$ cat src/rtl/dma_req_pkg.sv
package dma_req_pkg;

    typedef enum logic [1:0] {
        ST_IDLE = 2'd0,
        ST_WAIT = 2'd1,
        ST_BUSY = 2'd2
    } req_state_e;

    typedef struct packed {
        logic src_ext;
        logic burst;
        logic block;
        logic sense_edge;
        logic ack_en;
    } dma_mode_t;

    // burst only legal with the auto source
    function automatic logic eff_burst(input dma_mode_t m);
        return m.burst & ~m.src_ext;
    endfunction

    // block only legal with the external source
    function automatic logic eff_block(input dma_mode_t m);
        return m.block & m.src_ext;
    endfunction

endpackage

$ cat src/rtl/dma_req_sense.sv
module dma_req_sense #(
    parameter int SYNC_STAGES = 2
) (
    input  logic clk,
    input  logic rst_n,
    input  logic req_n,
    input  logic arm,
    input  logic sense_edge,
    input  logic accept,
    output logic ext_trig
);
    localparam int LAST = SYNC_STAGES - 1;

    typedef struct packed {
        logic [SYNC_STAGES-1:0] chain;
        logic                   prev;
        logic                   pend;
    } sense_t;

    sense_t s_q, s_d;
    logic   fall;

    assign fall = s_q.prev & ~s_q.chain[LAST];

    always_comb begin
        s_d = s_q;
        s_d.chain[0] = req_n;
        for (int i = 1; i < SYNC_STAGES; i++) begin
            s_d.chain[i] = s_q.chain[i-1];
        end
        s_d.prev = s_q.chain[LAST];
        if (!arm) begin
            s_d.pend = 1'b0;
        end else begin
            s_d.pend = (s_q.pend & ~accept) | fall;
        end
    end

    always_ff @(posedge clk or negedge rst_n) begin
        if (!rst_n) begin
            s_q <= '{chain: '1, prev: 1'b1, pend: 1'b0};
        end else begin
            s_q <= s_d;
        end
    end

    assign ext_trig = sense_edge ? s_q.pend : ~s_q.chain[LAST];

endmodule

$ cat src/rtl/dma_req_core.sv
module dma_req_core
    import dma_req_pkg::*;
#(
    parameter int CNT_W = 16,
    parameter int BLK_W = 8
) (
    input  logic             clk,
    input  logic             rst_n,
    input  dma_mode_t        mode,
    input  logic             en_set,
    input  logic             en_clr,
    input  logic [CNT_W-1:0] xfer_count,
    input  logic [BLK_W-1:0] block_size,
    input  logic             ext_trig,
    input  logic             bus_gnt,
    input  logic             unit_done,
    output logic             accept,
    output logic             bus_req,
    output logic             bus_rel,
    output logic             xfer_go,
    output logic             ack_n,
    output logic             en_o,
    output logic [CNT_W-1:0] remain_cnt
);
    localparam logic [BLK_W-1:0] ONE_UNIT = BLK_W'(1);

    typedef struct packed {
        req_state_e       st;
        logic             en;
        logic [CNT_W-1:0] cnt;
        logic [BLK_W-1:0] blk_left;
        logic             req;
        logic             rel;
        logic             go;
        logic             ack_n;
    } core_t;

    core_t c_q, c_d;
    logic  trig;
    logic  [CNT_W-1:0] cnt_dec;

    assign trig    = mode.src_ext ? ext_trig : 1'b1;
    assign cnt_dec = c_q.cnt - CNT_W'(1);

    always_comb begin
        c_d       = c_q;
        c_d.req   = 1'b0;
        c_d.rel   = 1'b0;
        c_d.go    = 1'b0;
        c_d.ack_n = 1'b1;
        accept    = 1'b0;

        if (en_set && !c_q.en && (xfer_count != '0)) begin
            c_d.en  = 1'b1;
            c_d.cnt = xfer_count;
        end
        if (en_clr) begin
            c_d.en = 1'b0;
        end

        unique case (c_q.st)
            ST_IDLE: begin
                if (c_q.en && !en_clr && trig) begin
                    c_d.st  = ST_WAIT;
                    c_d.req = 1'b1;
                    accept  = mode.src_ext;
                end
            end
            ST_WAIT: begin
                if (bus_gnt) begin
                    c_d.st       = ST_BUSY;
                    c_d.go       = 1'b1;
                    c_d.blk_left = (eff_block(mode) && block_size != '0) ? block_size : ONE_UNIT;
                    c_d.ack_n    = ~(mode.src_ext & mode.ack_en);
                end
            end
            ST_BUSY: begin
                if (unit_done) begin
                    if (c_q.blk_left > ONE_UNIT) begin
                        c_d.blk_left = c_q.blk_left - ONE_UNIT;
                        c_d.go       = 1'b1;
                    end else begin
                        c_d.cnt = cnt_dec;
                        if (cnt_dec == '0) begin
                            c_d.en  = 1'b0;
                            c_d.rel = 1'b1;
                            c_d.st  = ST_IDLE;
                        end else if (eff_burst(mode) && c_q.en && !en_clr) begin
                            c_d.go       = 1'b1;
                            c_d.blk_left = ONE_UNIT;
                        end else begin
                            c_d.rel = 1'b1;
                            c_d.st  = ST_IDLE;
                        end
                    end
                end
            end
            default: c_d.st = ST_IDLE;
        endcase
    end

    always_ff @(posedge clk or negedge rst_n) begin
        if (!rst_n) begin
            c_q <= '{st: ST_IDLE, en: 1'b0, cnt: '0, blk_left: '0,
                     req: 1'b0, rel: 1'b0, go: 1'b0, ack_n: 1'b1};
        end else begin
            c_q <= c_d;
        end
    end

    assign bus_req    = c_q.req;
    assign bus_rel    = c_q.rel;
    assign xfer_go    = c_q.go;
    assign ack_n      = c_q.ack_n;
    assign en_o       = c_q.en;
    assign remain_cnt = c_q.cnt;

endmodule

$ cat src/rtl/dma_req_ctrl.sv
module dma_req_ctrl
    import dma_req_pkg::*;
#(
    parameter int CNT_W       = 16,
    parameter int BLK_W       = 8,
    parameter int SYNC_STAGES = 2
) (
    input  logic             clk,
    input  logic             rst_n,
    input  logic             en_set,
    input  logic             en_clr,
    input  logic [CNT_W-1:0] xfer_count,
    input  logic [BLK_W-1:0] block_size,
    input  logic             src_ext,
    input  logic             burst_mode,
    input  logic             block_mode,
    input  logic             sense_edge,
    input  logic             ack_en,
    input  logic             req_n,
    input  logic             bus_gnt,
    input  logic             unit_done,
    output logic             bus_req,
    output logic             bus_rel,
    output logic             xfer_go,
    output logic             ack_n,
    output logic             en_o,
    output logic [CNT_W-1:0] remain_cnt
);
    dma_mode_t mode;
    logic      ext_trig;
    logic      accept;
    logic      arm;

    assign mode = '{src_ext: src_ext, burst: burst_mode, block: block_mode,
                    sense_edge: sense_edge, ack_en: ack_en};
    assign arm  = en_o & src_ext & sense_edge;

    dma_req_sense #(.SYNC_STAGES(SYNC_STAGES)) u_sense (
        .clk        (clk),
        .rst_n      (rst_n),
        .req_n      (req_n),
        .arm        (arm),
        .sense_edge (sense_edge),
        .accept     (accept),
        .ext_trig   (ext_trig)
    );

    dma_req_core #(.CNT_W(CNT_W), .BLK_W(BLK_W)) u_core (
        .clk        (clk),
        .rst_n      (rst_n),
        .mode       (mode),
        .en_set     (en_set),
        .en_clr     (en_clr),
        .xfer_count (xfer_count),
        .block_size (block_size),
        .ext_trig   (ext_trig),
        .bus_gnt    (bus_gnt),
        .unit_done  (unit_done),
        .accept     (accept),
        .bus_req    (bus_req),
        .bus_rel    (bus_rel),
        .xfer_go    (xfer_go),
        .ack_n      (ack_n),
        .en_o       (en_o),
        .remain_cnt (remain_cnt)
    );

endmodule

$ cat config.mk
export PLATFORM = sky130hd
export DESIGN_NAME = dma_req_ctrl
export DESIGN_NICKNAME = d
export VERILOG_FILES = /design/src/rtl/dma_req_pkg.sv /design/src/rtl/dma_req_sense.sv /design/src/rtl/dma_req_core.sv /design/src/rtl/dma_req_ctrl.sv
export SDC_FILE = /design/constraint.sdc
export NUM_CORES = 1
export LEC_CHECK = 0
export ABC_AREA = 1
export BUFFER_PORTS_ARGS = -buffer_cell sky130_fd_sc_hd__buf_2
export CAP_MARGIN = 15
export CORE_MARGIN = 5
export CORE_UTILIZATION = 50
export DETAILED_ROUTE_END_ITERATION = 7
export PLACE_DENSITY = 0.74
export SLEW_MARGIN = 0
export SYNTH_ARGS = -nofsm -noshare
export SYNTH_HDL_FRONTEND = slang
export SYNTH_SLANG_ARGS = --single-unit
$ cat constraint.sdc
create_clock -name clk -period 3.2 [get_ports clk]
set_clock_uncertainty 0.2 [all_clocks]
set_input_delay 0.16 -clock clk [delete_from_list [all_inputs] [get_ports clk]]
set_output_delay 0.16 -clock clk [all_outputs]
set_load 0.005 [all_outputs]
# == Yosys cells after proc, flatten, opt, wreduce, memory -nomap -nowiden ==
# Cells that the tools add are included.
# classes
eq_ne,9
order_cmp,1
n_mux,35
n_reduce_logical,16
n_addsub,2
n_bitwise,12
# ops
cell,n
$mux 8,5
$mux 17,2
$mux 27,1
$mux 19,1
$mux 1,17
$logic_not 16->1,1
$pmux 8 s2,1
$reduce_bool 16->1,1
$sub 16x1->16 const B,1
$mux 2,6
$reduce_and 5->1,2
$gt 8x1->1 const B,1
$reduce_bool 8->1,1
$sub 8x1->8 const B,1
$and 1x1->1,7
$logic_and 1x1->1,7
$ne 2x2->1 const B,3
$ne 3x2->1 const B,2
$pmux 2 s3,1
$not 1->1,4
$ne 3x1->1 const B,1
$eq 2x1->1 const B,1
$eq 2x2->1 const B,1
$logic_not 1->1,2
other kinds (5),5
# totals
wordCells,86
regBits,35
input_bits,36
output_inout_bits,21

# == Depth between registers and ports, before layout ==
# depth
word_depth,10
ltp_mapped,15
mapped_depth_nobuf,15

# == By module ==
# From an unflattened synthesis, not the netlist that was laid out.
# hier_totals
hier_cells,360
hier_area_um2,2586.2
# by_module_without_submodules
module,instances,seq_area_each_um2,cells_per_inst,area_per_inst_um2
dma_req_core,1,777.0,345,2432.3
dma_req_sense,1,103.8,12,140.1
dma_req_ctrl,1,0.0,3,13.8

# == Least setup slack after synthesis ==
# OpenSTA, ideal clock, no wires.
# synth_timing
kind,flip-flop to flip-flop
from,"register u_core.c_q, in the netlist u_core.remain_cnt[0]"
to,register u_core.c_q[10] (netlist bit)
stages_incl_launch_ff,16
slack_ps,1098
period_less_slack_ps,2102
arrival_ps,1785
n_path_buf,0
t_required_ps,2883
cell_sequence,dfrtp_1 -> inv_2 -> ha_1 -> nand2_4 -> nor2_8 -> nand2_2 -> nand2_1 -> nand2_2 -> nor2_2 -> nand2_2 -> nor2_4 -> nand4_4 -> nand3_2 -> nor2_4 -> nand2_1 -> nand2_1
# synth_via
elab_chain_len,4
# synth_rtl
item,line,rtl
"start, declared",dma_req_core.sv:38,"core_t c_q, c_d;"
"start signal, assigned",dma_req_core.sv:104,"c_q <= '{st: ST_IDLE, en: 1'b0, cnt: '0, blk_left: '0,"
$sub 16x1->16,dma_req_core.sv:43,assign cnt_dec = c_q.cnt - CNT_W'(1);
$logic_not 16->1,dma_req_core.sv:84,if (cnt_dec == '0) begin
$ne 3x2->1 (no line),-,
$reduce_and 5->1 (no line),-,
# No other way between the ends.
# A chain may end at the register's enable or synchronous reset.

==> results.md <==
* Critical Path Source Type: register
* Global-route wire length before repair at 12000 µm
* Number of global-route vias before repair at 2575
* Initial antenna violation count at 0
* Top-level port count at 57
* Total via count after detailed routing at 2550
* Fillcell total at 486
* Insertion delay of the later-clocked pin in the worst-skew pair at 290 ps
* Cell area reported after detailed placement at 0.00292 mm²
* Via density per instance at 5.13
* Die area at 0.00692 mm²
* Number of core rows at 26
* Setup slack on the worst flop-to-flop path at about 730 ps
* Ratio of final minimum period to clock period at 77.1%
* IR Drop Worst-Case VDD at 0.418 mV
* Simple-Gate Fraction of Synth Area at 36.8%
* Worst min-delay path category: in -> reg
* Die span in x at 83.2 µm
* Final std cell area, no fill at 0.00318 mm²
* Final number of setup-violating endpoints at 0
* Crit path max-delay cell type: sky130_fd_sc_hd__dfrtp_1
* Number of buffers created by CTS at 5
* DRC Markers at 0
* Setup repair after global routing missed its margin: no
* Worst Path Required at 3160 ps
* TritonCTS clock tree: yes
* Fraction of synthesized area in multiplexers at less than 1%
* Cell leakage power at 1.60 nW
* Number of cells on the worst hold path at 3
* Launch instance of the worst register-to-register path: u_core.c_q[4]$_DFFE_PN0P_
* DRT antenna net count at 0
* Number of clock sinks at 35
* Total negative slack for setup checks at 0 ps
* Post-synthesis adder-cell area fraction at roughly 3.7%
* Area share of the leading cell type in the synthesized netlist at 28.9%
* Fraction of the mapped netlist area in compound gates at 10.1%
* Worst setup path class: reg -> reg
* Clock-pin slew on the worst setup and hold paths at around 80 ps
* Number of buffers inserted to repair setup after CTS at 0
* Number of warning messages in the yosys log at 0
* Total standard cell area after synthesis at ~0.0027 mm²
* Global placement routability congestion at 0.915
* Final hold violations at 0
* Fin crit period at 2470 ps
* Number of distinct library cells after synthesis at 37
* Cell depth of the worst flop-to-flop path at 9
* Total core area at 0.00517 mm²
* Main combinational cell family by area after synthesis: simple AND/OR/NAND/NOR gates
* Cell types occupying the most area after synthesis: sky130_fd_sc_hd__dfrtp_1, sky130_fd_sc_hd__nand2_1, sky130_fd_sc_hd__inv_1
* Outcome: finished clean
* Detailed router's first-iteration violation count at 168
* Largest stage delay, worst path at roughly 410 ps
* Kind of capture point of the worst setup path: register
* Kind of cell with the highest combined delay on the critical path: simple AND/OR/NAND/NOR gates
* Register bit total from synthesis at 35
* Capture endpoint of the worst hold path: u_core.remain_cnt[7]$_DFF_PN0_
* Diodes inserted at 0
* Arrival time of data at the critical path endpoint at 2430 ps
* Total congestion overflow after global routing at 0
* Min-Delay Startpoint: xfer_count[7]
* Final setup slack of the worst path at 733 ps
* Critical path buffers and inverters at 3
* Number of cells produced by synthesis at 369
* Maximum number of pins on one net before global-route repair at 36
* Number of nets produced by synthesis at 413
* Bufs on Longest Clock Path at 2
* Average instance area after synthesis at 7.26 µm²
* Count of final max-slew check failures at 0
* Upper clock frequency limit at ~410 MHz
* Pwr/cell area at 790 mW/mm²
* Area delta synth->final at 18.8%
* Final nets at 470
* Worst r2r dst: u_core.remain_cnt[13]$_DFF_PN0_
* DP HPWL at 5270 µm
* Normalized max-slew margin at 48.0%
* Master cell of the clock root buffer: sky130_fd_sc_hd__clkbuf_8
* Number of port buffers at 56
* GRT Util Overall at 20.9%
* Fraction of layout instances using a drive strength above 1 at 24.4%
* Ordered list of cells on the worst path: inv_1 > ha_1 > nor2_1 > nor3_4 > inv_2 > nor2_4 > inv_1 > o211ai_1 > o21ai_0
* Largest driver fanout on the critical path at 18
* Overall die height at 83.2 µm
* Placement Setup Slack at 801 ps
* Routed length per instance at 13.8 µm
* Max-cap violations at 0
* Largest area contributor in the netlist: sky130_fd_sc_hd__dfrtp_1
* Initial cell density of the core at between 50% and 60%
* Post-detailed-routing wire length at 6840 µm
* Worst slew pin tran at 779 ps
* Most used cell, CP: sky130_fd_sc_hd__inv_1
* Post-synthesis share of cell area spent on xor and xnor gates at under 10%
* Detailed Routing Iterations Pass 1 at 4
* H-tree level count at 2
* Seq/Total Area, Yosys at approximately 33%
==> state kept, by name, indices dropped and copies added, names as in the netlist <==
signal	count
u_core.ack_n	1
u_core.bus_rel	1
u_core.bus_req	1
u_core.c_q	10
u_core.en_o	1
u_core.remain_cnt	16
u_core.xfer_go	1
u_sense.s_d	2
u_sense.s_q	2
==> layout make-up <==
type | count | area, µm² | area share, %
Sequential cell | 35 | 881 | 27.7
Timing Repair Buffer | 70 | 418 | 13.1
Tap cell | 70 | 87.6 | 2.75
Multi-Input combinational cell | 265 | 1480 | 46.4
Inverter | 49 | 184 | 5.78
Clock buffer | 5 | 68.8 | 2.16
Clock inverter | 3 | 67.6 | 2.12
==> metal layers <==
layer	share of wire [%]	up-vias	track usage (%)	wire (µm)
li1	-	1281	-	-
met2	47	98	33.3	3230
met5	0	-	0	0
met4	1.5	0	5.20	101
met1	43	1158	28.2	2970
met3	7.9	13	5.25	542
==> cells in the mapped netlist <==
cell,instances
sky130_fd_sc_hd__clkbuf_1,2
sky130_fd_sc_hd__nand2_2,8
sky130_fd_sc_hd__nor4_1,7
sky130_fd_sc_hd__inv_2,3
sky130_fd_sc_hd__o21ai_0,30
sky130_fd_sc_hd__buf_2,2
sky130_fd_sc_hd__a21boi_0,1
sky130_fd_sc_hd__mux2i_1,1
sky130_fd_sc_hd__nand3_2,2
sky130_fd_sc_hd__nand4_2,1
sky130_fd_sc_hd__dfrtp_1,31
sky130_fd_sc_hd__o22ai_1,4
sky130_fd_sc_hd__nor2_8,1
sky130_fd_sc_hd__nand3_1,14
sky130_fd_sc_hd__inv_1,46
sky130_fd_sc_hd__o211ai_1,1
sky130_fd_sc_hd__nor2_4,7
sky130_fd_sc_hd__buf_4,16
sky130_fd_sc_hd__nand2_4,2
sky130_fd_sc_hd__nor2_1,34
sky130_fd_sc_hd__or3_1,2
sky130_fd_sc_hd__xor2_2,2
sky130_fd_sc_hd__nor2_2,6
sky130_fd_sc_hd__a22oi_1,1
sky130_fd_sc_hd__nor3_4,1
sky130_fd_sc_hd__a21oi_1,10
sky130_fd_sc_hd__dfstp_2,4
sky130_fd_sc_hd__nand4_4,2
sky130_fd_sc_hd__nor3_1,4
sky130_fd_sc_hd__nand2_1,95
sky130_fd_sc_hd__o21ai_1,2
sky130_fd_sc_hd__xnor2_1,6
sky130_fd_sc_hd__a31oi_1,2
sky130_fd_sc_hd__nand4_1,4
sky130_fd_sc_hd__nand3b_1,4
sky130_fd_sc_hd__ha_1,8
sky130_fd_sc_hd__xor2_1,3
==> what timing repair did <==
| action | in CTS | in global routing |
|---|---|---|
| hold buffers | 13 | 0 |
| hold endpoints to repair | 41 | 0 |
| resized for setup | 0 | 0 |
==> cells in the final DEF (no fill, tap or decap), types with 6 or more instances in the layout <==
cell,count
sky130_fd_sc_hd__dlygate4sd3_1,13
sky130_fd_sc_hd__xnor2_1,6
sky130_fd_sc_hd__dfrtp_1,31
sky130_fd_sc_hd__nand2_2,8
sky130_fd_sc_hd__nand3_1,14
sky130_fd_sc_hd__nor2_1,34
sky130_fd_sc_hd__nor2_2,6
sky130_fd_sc_hd__buf_2,56
sky130_fd_sc_hd__inv_1,46
sky130_fd_sc_hd__nand2_1,95
sky130_fd_sc_hd__nor4_1,7
sky130_fd_sc_hd__nor2_4,7
sky130_fd_sc_hd__o21ai_0,30
sky130_fd_sc_hd__ha_1,8
sky130_fd_sc_hd__a21oi_1,10
==> power by group <==
| group | switching [W] | internal [W] |
|---|---|---|
| logic | 0.000779 | 0.000484 |
| clock network | 0.000172 | 0.000311 |
| registers | 0.000184 | 0.000585 |
| total | 0.00114 | 0.00138 |
==> cell families (layout without fill, tap and decap cells) <==
family,after synthesis,in the layout
AND/OR/NAND/NOR,194,194
buffers and inverters,69,127
AO/OA/AOI/OAI,51,51
flip-flops,35,35
XOR/XNOR,11,11
adder cells (fa/ha/maj),8,8
multiplexers,1,1
==> stage by stage <==
stage	cells	total power (W)	util (%)	hold WS, ps
global placement	476	0.00198	56.4	66.6
detailed placement	476	0.00201	56.4	69.9
floorplan	369	0.00176	-	-336
CTS	497	0.00252	61.6	12.4
global route	497	0.00274	61.6	15.8
finish	497	0.00251	61.6	12.5
==> worst max-delay path by stage <==
stage                                              start  slack [ps]                               to  cells after the start
after floorplan           u_core.remain_cnt[0]$_DFF_PN0_        1100       u_core.c_q[10]$_DFFE_PN0P_                     15
after global placement         u_core.c_q[4]$_DFFE_PN0P_         840            u_core.en_o$_DFF_PN0_                      9
after detailed placement       u_core.c_q[4]$_DFFE_PN0P_         800  u_core.remain_cnt[13]$_DFF_PN0_                      9
after CTS                      u_core.c_q[4]$_DFFE_PN0P_         730  u_core.remain_cnt[13]$_DFF_PN0_                      9
after global routing           u_core.c_q[4]$_DFFE_PN0P_         480  u_core.remain_cnt[13]$_DFF_PN0_                      9
final                          u_core.c_q[4]$_DFFE_PN0P_         730  u_core.remain_cnt[13]$_DFF_PN0_                      9
==> tightest hold or removal path, cell delays in order <==
cell,delay [ps]
sky130_fd_sc_hd__buf_2,90
sky130_fd_sc_hd__o21ai_0,70
sky130_fd_sc_hd__mux2i_1,130
Note: power is estimated with default switching activity, not from simulation.
